`src/rtl/spi_rf_pkg.sv`:
```
`timescale 1ns/1ps
package spi_rf_pkg;

    typedef enum logic [2:0] {
        ST_INSTR,
        ST_UPPER,
        ST_URA_RD,
        ST_DATA,
        ST_SKIP
    } seq_state_e;

    localparam logic [7:0] OP_SET_UPPER = 8'h10;
    localparam logic [7:0] OP_GET_UPPER = 8'h90;

    localparam logic [1:0] SZ_ONE    = 2'd0;
    localparam logic [1:0] SZ_TWO    = 2'd1;
    localparam logic [1:0] SZ_RSVD   = 2'd2;
    localparam logic [1:0] SZ_STREAM = 2'd3;

endpackage

```
`src/rtl/spi_rf_shift.sv`:
```
`timescale 1ns/1ps
module spi_rf_shift #(
    parameter int DATA_W = 8
) (
    input  logic              clk,
    input  logic              rst_n,
    input  logic              cs_n,
    input  logic              sclk,
    input  logic              mosi,
    input  logic [DATA_W-1:0] tx_byte,
    output logic              miso,
    output logic              miso_oe,
    output logic              rx_valid,
    output logic [DATA_W-1:0] rx_byte
);
    localparam int              CNT_W    = $clog2(DATA_W);
    localparam logic [CNT_W-1:0] LAST_BIT = CNT_W'(DATA_W - 1);

    typedef struct packed {
        logic              sclk_prev;
        logic [CNT_W-1:0]  cnt;
        logic [DATA_W-1:0] rx_sh;
        logic              rx_valid;
        logic [DATA_W-1:0] tx_sh;
        logic              miso;
    } shift_t;

    shift_t s_d, s_q;
    logic   rise, fall;

    always_comb begin
        rise          = sclk & ~s_q.sclk_prev;
        fall          = ~sclk & s_q.sclk_prev;
        s_d           = s_q;
        s_d.sclk_prev = sclk;
        s_d.rx_valid  = 1'b0;
        if (cs_n) begin
            s_d.cnt   = '0;
            s_d.tx_sh = '0;
            s_d.miso  = 1'b0;
        end else if (rise) begin
            s_d.rx_sh = {s_q.rx_sh[DATA_W-2:0], mosi};
            if (s_q.cnt == LAST_BIT) begin
                s_d.cnt      = '0;
                s_d.rx_valid = 1'b1;
            end else begin
                s_d.cnt = s_q.cnt + 1'b1;
            end
        end else if (fall) begin
            if (s_q.cnt == '0) begin
                s_d.miso  = tx_byte[DATA_W-1];
                s_d.tx_sh = {tx_byte[DATA_W-2:0], 1'b0};
            end else begin
                s_d.miso  = s_q.tx_sh[DATA_W-1];
                s_d.tx_sh = {s_q.tx_sh[DATA_W-2:0], 1'b0};
            end
        end
    end

    always_ff @(posedge clk or negedge rst_n) begin
        if (!rst_n) begin
            s_q <= '0;
        end else begin
            s_q <= s_d;
        end
    end

    assign miso     = s_q.miso;
    assign miso_oe  = ~cs_n;
    assign rx_valid = s_q.rx_valid;
    assign rx_byte  = s_q.rx_sh;

    // output bit moves only on a detected falling edge
    a_r1_miso_hold: assert property (@(posedge clk) disable iff (!rst_n)
        (!fall && !cs_n) |=> $stable(s_q.miso));

    // no byte completes while the slave is deselected
    a_r9_idle_no_byte: assert property (@(posedge clk) disable iff (!rst_n)
        (cs_n && $past(cs_n)) |-> !s_q.rx_valid);

endmodule

```
`src/rtl/spi_rf_mem.sv`:
```
`timescale 1ns/1ps
module spi_rf_mem #(
    parameter int ADDR_W    = 7,
    parameter int DATA_W    = 8,
    parameter int RANGE_W   = 3,
    parameter int CTRL_ADDR = 3,
    parameter int TYPE_BIT  = 7
) (
    input  logic               clk,
    input  logic               rst_n,
    input  logic               we,
    input  logic [ADDR_W-1:0]  waddr,
    input  logic [DATA_W-1:0]  wdata,
    input  logic [ADDR_W-1:0]  raddr,
    output logic [DATA_W-1:0]  rdata,
    output logic               ctrl_type,
    output logic [RANGE_W-1:0] ctrl_range
);
    localparam int DEPTH = 2 ** ADDR_W;

    typedef logic [DATA_W-1:0] word_t;

    word_t [DEPTH-1:0] mem_d, mem_q;

    always_comb begin
        mem_d = mem_q;
        if (we) begin
            mem_d[waddr] = wdata;
        end
    end

    always_ff @(posedge clk or negedge rst_n) begin
        if (!rst_n) begin
            mem_q <= '0;
        end else begin
            mem_q <= mem_d;
        end
    end

    assign rdata      = mem_q[raddr];
    assign ctrl_type  = mem_q[CTRL_ADDR][TYPE_BIT];
    assign ctrl_range = mem_q[CTRL_ADDR][RANGE_W-1:0];

    // a write to the control entry reaches the stream settings next cycle
    a_r7_ctrl_follows_write: assert property (@(posedge clk) disable iff (!rst_n)
        (we && waddr == ADDR_W'(CTRL_ADDR)) |=>
            (ctrl_type == $past(wdata[TYPE_BIT]) &&
             ctrl_range == $past(wdata[RANGE_W-1:0])));

endmodule

```
`src/rtl/spi_rf_seq.sv`:
```
`timescale 1ns/1ps
module spi_rf_seq
    import spi_rf_pkg::*;
#(
    parameter int ADDR_W  = 7,
    parameter int UA_W    = 3,
    parameter int DATA_W  = 8,
    parameter int RANGE_W = 3
) (
    input  logic               clk,
    input  logic               rst_n,
    input  logic               cs_n,
    input  logic               rx_valid,
    input  logic [DATA_W-1:0]  rx_byte,
    input  logic               ctrl_type,
    input  logic [RANGE_W-1:0] ctrl_range,
    input  logic [DATA_W-1:0]  rd_data,
    output logic [ADDR_W-1:0]  rd_addr,
    output logic [DATA_W-1:0]  tx_byte,
    output logic               wr_en,
    output logic               rd_en,
    output logic [ADDR_W-1:0]  acc_addr,
    output logic [DATA_W-1:0]  wr_data
);
    localparam int LA_W     = ADDR_W - UA_W;
    localparam int ZERO_BIT = LA_W;
    localparam int SZ_LO    = LA_W + 1;
    localparam int RD_BIT   = LA_W + 3;

    typedef struct packed {
        seq_state_e         state;
        logic [UA_W-1:0]    ura;
        logic [ADDR_W-1:0]  addr;
        logic [ADDR_W-1:0]  start;
        logic               is_rd;
        logic               stream;
        logic               ctrl;
        logic [RANGE_W-1:0] range;
        logic [1:0]         left;
        logic               wr_en;
        logic               rd_en;
        logic [ADDR_W-1:0]  acc_addr;
        logic [DATA_W-1:0]  wr_data;
    } seq_t;

    seq_t              s_d, s_q;
    logic [1:0]        op_sz;
    logic [ADDR_W-1:0] op_addr;
    logic [ADDR_W-1:0] win_off;

    function automatic logic [ADDR_W-1:0] step_addr(
        input logic [ADDR_W-1:0]  cur,
        input logic [ADDR_W-1:0]  first,
        input logic               wrap_win,
        input logic [RANGE_W-1:0] rng
    );
        logic [ADDR_W-1:0] last;
        last = first + ADDR_W'(rng);
        if (wrap_win && cur == last) begin
            return first;
        end
        return cur + 1'b1;
    endfunction

    always_comb begin
        op_sz      = rx_byte[SZ_LO+1:SZ_LO];
        op_addr    = {s_q.ura, rx_byte[LA_W-1:0]};
        s_d        = s_q;
        s_d.wr_en  = 1'b0;
        s_d.rd_en  = 1'b0;
        if (cs_n) begin
            s_d.state = ST_INSTR;
        end else if (rx_valid) begin
            case (s_q.state)
                ST_INSTR: begin
                    if (rx_byte == OP_SET_UPPER) begin
                        s_d.state = ST_UPPER;
                    end else if (rx_byte == OP_GET_UPPER) begin
                        s_d.state = ST_URA_RD;
                    end else if (!rx_byte[ZERO_BIT]) begin
                        s_d.is_rd  = rx_byte[RD_BIT];
                        s_d.addr   = op_addr;
                        s_d.start  = op_addr;
                        s_d.stream = (op_sz == SZ_STREAM);
                        s_d.ctrl   = (op_sz == SZ_STREAM) && ctrl_type;
                        s_d.range  = ctrl_range;
                        s_d.left   = (op_sz == SZ_ONE) ? 2'd1 : 2'd2;
                        s_d.state  = (op_sz == SZ_RSVD) ? ST_SKIP : ST_DATA;
                    end else begin
                        s_d.state = ST_SKIP;
                    end
                end
                ST_UPPER: begin
                    s_d.ura   = rx_byte[UA_W-1:0];
                    s_d.state = ST_SKIP;
                end
                ST_URA_RD: begin
                    s_d.state = ST_SKIP;
                end
                ST_DATA: begin
                    s_d.acc_addr = s_q.addr;
                    if (s_q.is_rd) begin
                        s_d.rd_en = 1'b1;
                    end else begin
                        s_d.wr_en   = 1'b1;
                        s_d.wr_data = rx_byte;
                    end
                    s_d.addr = step_addr(s_q.addr, s_q.start, s_q.ctrl, s_q.range);
                    if (!s_q.stream) begin
                        s_d.left = s_q.left - 1'b1;
                        if (s_q.left == 2'd1) begin
                            s_d.state = ST_SKIP;
                        end
                    end
                end
                default: begin
                    s_d.state = ST_SKIP;
                end
            endcase
        end
    end

    always_ff @(posedge clk or negedge rst_n) begin
        if (!rst_n) begin
            s_q       <= '0;
            s_q.state <= ST_INSTR;
        end else begin
            s_q <= s_d;
        end
    end

    always_comb begin
        if (s_q.state == ST_DATA && s_q.is_rd) begin
            tx_byte = rd_data;
        end else if (s_q.state == ST_URA_RD) begin
            tx_byte = {{(DATA_W-UA_W){1'b0}}, s_q.ura};
        end else begin
            tx_byte = '0;
        end
    end

    assign rd_addr  = s_q.addr;
    assign wr_en    = s_q.wr_en;
    assign rd_en    = s_q.rd_en;
    assign acc_addr = s_q.acc_addr;
    assign wr_data  = s_q.wr_data;
    assign win_off  = s_q.addr - s_q.start;

    // strobes are single-cycle and never together
    a_r10_wr_single: assert property (@(posedge clk) disable iff (!rst_n)
        s_q.wr_en |=> !s_q.wr_en);
    a_r10_exclusive: assert property (@(posedge clk) disable iff (!rst_n)
        $onehot0({s_q.wr_en, s_q.rd_en}));

    // a skipped transaction produces no access
    a_r4_skip_silent: assert property (@(posedge clk) disable iff (!rst_n)
        (s_q.state == ST_SKIP) |=> (!s_q.wr_en && !s_q.rd_en));

    // a controlled stream stays inside its window
    a_r6_window: assert property (@(posedge clk) disable iff (!rst_n)
        (s_q.state == ST_DATA && s_q.ctrl) |-> (win_off <= ADDR_W'(s_q.range)));

    // a normal stream advances by one per byte
    a_r5_normal_step: assert property (@(posedge clk) disable iff (!rst_n)
        ((s_q.wr_en || s_q.rd_en) && s_q.stream && !s_q.ctrl) |->
            (s_q.addr == s_q.acc_addr + 1'b1));

    // data transfer leaves the upper-address latch alone
    a_r8_ura_hold: assert property (@(posedge clk) disable iff (!rst_n)
        (s_q.state == ST_DATA) |=> $stable(s_q.ura));

endmodule

```
`src/rtl/spi_regfile_slave.sv`:
```
`timescale 1ns/1ps
module spi_regfile_slave #(
    parameter int ADDR_W    = 7,
    parameter int UA_W      = 3,
    parameter int DATA_W    = 8,
    parameter int RANGE_W   = 3,
    parameter int CTRL_ADDR = 3,
    parameter int TYPE_BIT  = 7
) (
    input  logic              clk,
    input  logic              rst_n,
    input  logic              cs_n,
    input  logic              sclk,
    input  logic              mosi,
    output logic              miso,
    output logic              miso_oe,
    output logic              reg_wr_en,
    output logic              reg_rd_en,
    output logic [ADDR_W-1:0] reg_addr,
    output logic [DATA_W-1:0] reg_wdata
);
    logic               rx_valid;
    logic [DATA_W-1:0]  rx_byte;
    logic [DATA_W-1:0]  tx_byte;
    logic [DATA_W-1:0]  rd_data;
    logic [ADDR_W-1:0]  rd_addr;
    logic               ctrl_type;
    logic [RANGE_W-1:0] ctrl_range;

    spi_rf_shift #(.DATA_W(DATA_W)) u_shift (
        .clk      (clk),
        .rst_n    (rst_n),
        .cs_n     (cs_n),
        .sclk     (sclk),
        .mosi     (mosi),
        .tx_byte  (tx_byte),
        .miso     (miso),
        .miso_oe  (miso_oe),
        .rx_valid (rx_valid),
        .rx_byte  (rx_byte)
    );

    spi_rf_seq #(
        .ADDR_W  (ADDR_W),
        .UA_W    (UA_W),
        .DATA_W  (DATA_W),
        .RANGE_W (RANGE_W)
    ) u_seq (
        .clk        (clk),
        .rst_n      (rst_n),
        .cs_n       (cs_n),
        .rx_valid   (rx_valid),
        .rx_byte    (rx_byte),
        .ctrl_type  (ctrl_type),
        .ctrl_range (ctrl_range),
        .rd_data    (rd_data),
        .rd_addr    (rd_addr),
        .tx_byte    (tx_byte),
        .wr_en      (reg_wr_en),
        .rd_en      (reg_rd_en),
        .acc_addr   (reg_addr),
        .wr_data    (reg_wdata)
    );

    spi_rf_mem #(
        .ADDR_W    (ADDR_W),
        .DATA_W    (DATA_W),
        .RANGE_W   (RANGE_W),
        .CTRL_ADDR (CTRL_ADDR),
        .TYPE_BIT  (TYPE_BIT)
    ) u_mem (
        .clk        (clk),
        .rst_n      (rst_n),
        .we         (reg_wr_en),
        .waddr      (reg_addr),
        .wdata      (reg_wdata),
        .raddr      (rd_addr),
        .rdata      (rd_data),
        .ctrl_type  (ctrl_type),
        .ctrl_range (ctrl_range)
    );

endmodule

```
`config.mk`:
```
export PLATFORM = sky130hd
export DESIGN_NAME = spi_regfile_slave
export DESIGN_NICKNAME = d
export VERILOG_FILES = /design/src/rtl/spi_rf_pkg.sv /design/src/rtl/spi_rf_shift.sv /design/src/rtl/spi_rf_mem.sv /design/src/rtl/spi_rf_seq.sv /design/src/rtl/spi_regfile_slave.sv
export SDC_FILE = /design/constraint.sdc
export NUM_CORES = 2
export LEC_CHECK = 0
export BUFFER_PORTS_ARGS = -buffer_cell sky130_fd_sc_hd__buf_2
export CAP_MARGIN = 15
export CORE_ASPECT_RATIO = 1.2
export CORE_UTILIZATION = 25
export CTS_BUF_LIST = sky130_fd_sc_hd__clkbuf_16
export DETAILED_ROUTE_END_ITERATION = 7
export GPL_ROUTABILITY_DRIVEN = 0
export PLACE_DENSITY = 0.36
export SLEW_MARGIN = 20
export SYNTH_ARGS = -nofsm -noshare
export SYNTH_HDL_FRONTEND = slang
export SYNTH_SLANG_ARGS = --single-unit
export TNS_END_PERCENT = 1
```
`constraint.sdc`:
```
create_clock -name clk -period 3.5 [get_ports clk]
set_clock_uncertainty 0.2 [all_clocks]
set_input_delay 0.7 -clock clk [delete_from_list [all_inputs] [get_ports clk]]
set_output_delay 0.7 -clock clk [all_outputs]
set_load 0.005 [all_outputs]
```
==> results.tsv <==
stage	metric	value	unit
hold_path	HP Class	input port to flop	
final_layout	Net count, final	3473	
die	Initial Util	0.2519	
global_routing	GRT overflow	0	
global_routing	GRT Total Usage	0.1677	
die	I/O pins	24	
worst_setup_path	Crit Path Category	flop to flop	
drt	Iter 0 DRT Violations	1570	
placed_design	post-placement cell count	5957	
timing	worst slew pin tran	1136	ps
worst_setup_path	CP peak stage delay	580	ps
cts	Inserted Clock Buffers	121	
cts	Post-CTS Setup Bufs	0	
yosys	Syn Std Cell Area	0.04999	mm²
cts	htree depth	3	
final_layout	multi-input logic area	0.02143	mm²
worst_setup_path	Buf/Inv on CP	4	
timing	minimum clock period	3312	ps
worst_setup_path	Crit path required time	3930	ps
cts	Clock Sinks	1090	
yosys	register area share after synthesis	0.5456	
die	die area	0.2018	mm²
hold_path	hold depth	2	
worst_setup_path	worst r2r path cells	10	
die	floorplan die height	491.8	µm
outcome	failing checks	design-rule violations	
drt	Detail Route Antenna Nets	0	
drt	aggregate routed wire length	168000	µm
placed_design	DP Area	0.05500	mm²
yosys	count of cell types in the netlist	61	
yosys	yosys warns	0	
timing	RSZ-0062 raised after global routing	false	
final_layout	fillers	19980	
placed_design	count of input and output buffers	23	
power	PD cells	435.6	mW/mm²
final_layout	Area growth syn-to-layout	17.51	%
timing	Final Hold Fails	0	
timing	Final Cycle Share	0.9464	
final_layout	storage element area	0.02732	mm²
yosys	EDFF count, synth	0	
global_routing	largest net degree at the start of global routing	98	
final_layout	fraction of layout cells with a size suffix above 1	0.5118	
final_layout	Design Area, Final	0.05874	mm²
yosys	Area contributors post-synth	dfrtp_1, mux2_2, mux4_2	
timing	Slew Limit Fails	0	
yosys	Synth Net Count	3292	
timing	final setup fails	0	
worst_setup_path	kind of cell adding the most delay to the critical path	compound AO/OA/AOI/OAI gates	
final_layout	most frequent cells in the layout	dfrtp_1, mux2_2, mux4_2	
yosys	Yosys reg bits	1090	
die	Core ar.	0.1984	mm²
cts	clk_lat worst skew	750	ps
cts	CTS max path bufs	3	
power	leakage power	27.10	nW
yosys	area share of the leading cell type in the synthesized netlist	0.5456	
job	Max Cap Viol	0	
final_layout	Final Core Density	0.2960	
outcome	outcome	finished with violations	
worst_setup_path	stages on the worst setup path	10	
yosys	area leader, netlist	dfrtp_1	
drt	DR WL/cell	27.20	µm
timing	f_max	0.3019	GHz
cts	root buf cell	clkbuf_16	
placed_design	setup slack at placement	-74.25	ps
worst_setup_path	crit end category	flop	
power	Tot Pwr	25.59	mW
die	FP Rows	179	
worst_setup_path	reg2reg setup slack	190	ps
yosys	Most used DFF post-synth	dfrtp_1	
die	Die Span X	410.2	µm
timing	Max-slew headroom	0.2372	
global_routing	vias in the first global route	31800	
worst_setup_path	worst-path cell chain	buf_12 > buf_12 > mux4_2 > a22o_1 > a221oi_1 > buf_4 > o22ai_1 > o41ai_2 > buf_4 > o22ai_1	
drt	vias	29350	
cts	CTS clk-pin slew, worst paths	60	ps
worst_setup_path	crit path DAT	3740	ps
worst_setup_path	worst-path fanout max	12	
yosys	mean post-synth cell area	15.25	µm²
global_routing	first-pass GRT wire length	246600	µm
drt	via-per-instance ratio	4.751	
yosys	gate count after technology mapping	3278	
drt	number of remaining DRC errors	1	
placed_design	DP HPWL	113700	µm
global_routing	antenna violations before repair	11	
timing	WHS	120.0	ps
power	worst vdd ir	0.3695	mV
final_layout	final non-filler cell total	6177	
worst_setup_path	critical path's slowest cell	dfrtp_4	
timing	setup tns final	0	ps
cts	CTS tree	built	
drt	drt first pass iters	8	
yosys	Post-synth ARST share	1.000	
final_layout	commonest non-fill, non-tap cell in the layout	dfrtp_1	
timing	setup ws final	187.7	ps
worst_setup_path	CP Launch Type	flop	
layout make-up:
cell class                 instances  area share
tap                             2624     0.05589
clock buffer                     123     0.05240
multi-input combinational       1914      0.3648
timing repair buffer             315     0.05001
sequential                      1090      0.4651
inverter                          17    0.001086
antenna                            1  0.00004260
clock inverter                    93     0.01069
metal layers:
metal  track usage  routed length, µm
met1        0.2235              75720
met4       0.04003               3121
met3       0.01898               4447
met5             0                  0
met2        0.2887              84730
flip-flops by register name (all words and copies together), names as in the netlist:
name / cells
u_seq.s_q: 18
u_shift.rx_valid: 1
u_mem.ctrl_type: 1
u_mem.mem_q: 1020
u_seq.rd_en: 1
u_mem.ctrl_range: 3
u_seq.acc_addr: 7
u_shift.miso: 1
u_seq.wr_en: 1
u_seq.rd_addr: 7
u_shift.s_q: 11
u_seq.op_addr: 3
u_shift.rx_byte: 8
u_seq.wr_data: 8
synthesized netlist by cell type (6+ instances only):
cell      number
a211oi_1       9
a21oi_1       37
a221oi_1       6
a22o_1         9
a22oi_1       71
buf_1          8
buf_2         42
buf_4         24
buf_6         16
clkbuf_1     164
dfrtp_1     1090
ha_1           8
inv_1         17
mux2_2      1050
mux2i_1       48
mux4_2       259
nand2_1      136
nand2b_1      14
nand3_1       15
nor2_1        84
nor2b_1       15
nor3_1        16
nor4_1         8
nor4_2         7
o211ai_1       8
o21ai_0       28
o22ai_1       13
or2_2          6
xnor2_1        9
worst register-to-register path, delay by kind of cell (launching register included):
family | cells | cell delay [ps]
compound gates | 5 | 1120
buf+inv | 4 | 740
flops | 1 | 580
mux | 1 | 570
logic make-up after synthesis:
logic type | after synthesis | synth area share
AO/OA/AOI/OAI | 210 | 0.02979
XOR/XNOR | 14 | 0.002453
adder cells (fa/ha/maj) | 9 | 0.002403
buffers and inverters | 274 | 0.02671
flip-flops | 1090 | 0.5456
multiplexers | 1357 | 0.3628
AND/OR/NAND/NOR | 324 | 0.03019
path summary, 6_finish.rpt:
path	to	start
max	u_shift.s_q[5]	u_seq.rd_addr[0]
min	u_shift.s_q[19]	cs_n
max reg2reg	u_shift.s_q[5]	u_seq.rd_addr[0]
min reg2reg	u_seq.s_q[22]	u_seq.s_q[22]
max in group asynchronous	u_mem.mem_q[162]	rst_n
min in group asynchronous	u_mem.mem_q[640]	rst_n
timing repair:
item | 4_1_cts | 5_1_grt
hold buffers | 3 | 0
resized for setup | 1 | 0
endpoints found under the setup margin | 1 | 0
hold endpoints to repair | 25 | 0
power breakdown:
part           internal, mW  switching, mW
Sequential             12.6          0.108
Clock                  6.94           5.43
Combinational         0.122          0.349
(Power assumes the default switching activity.)
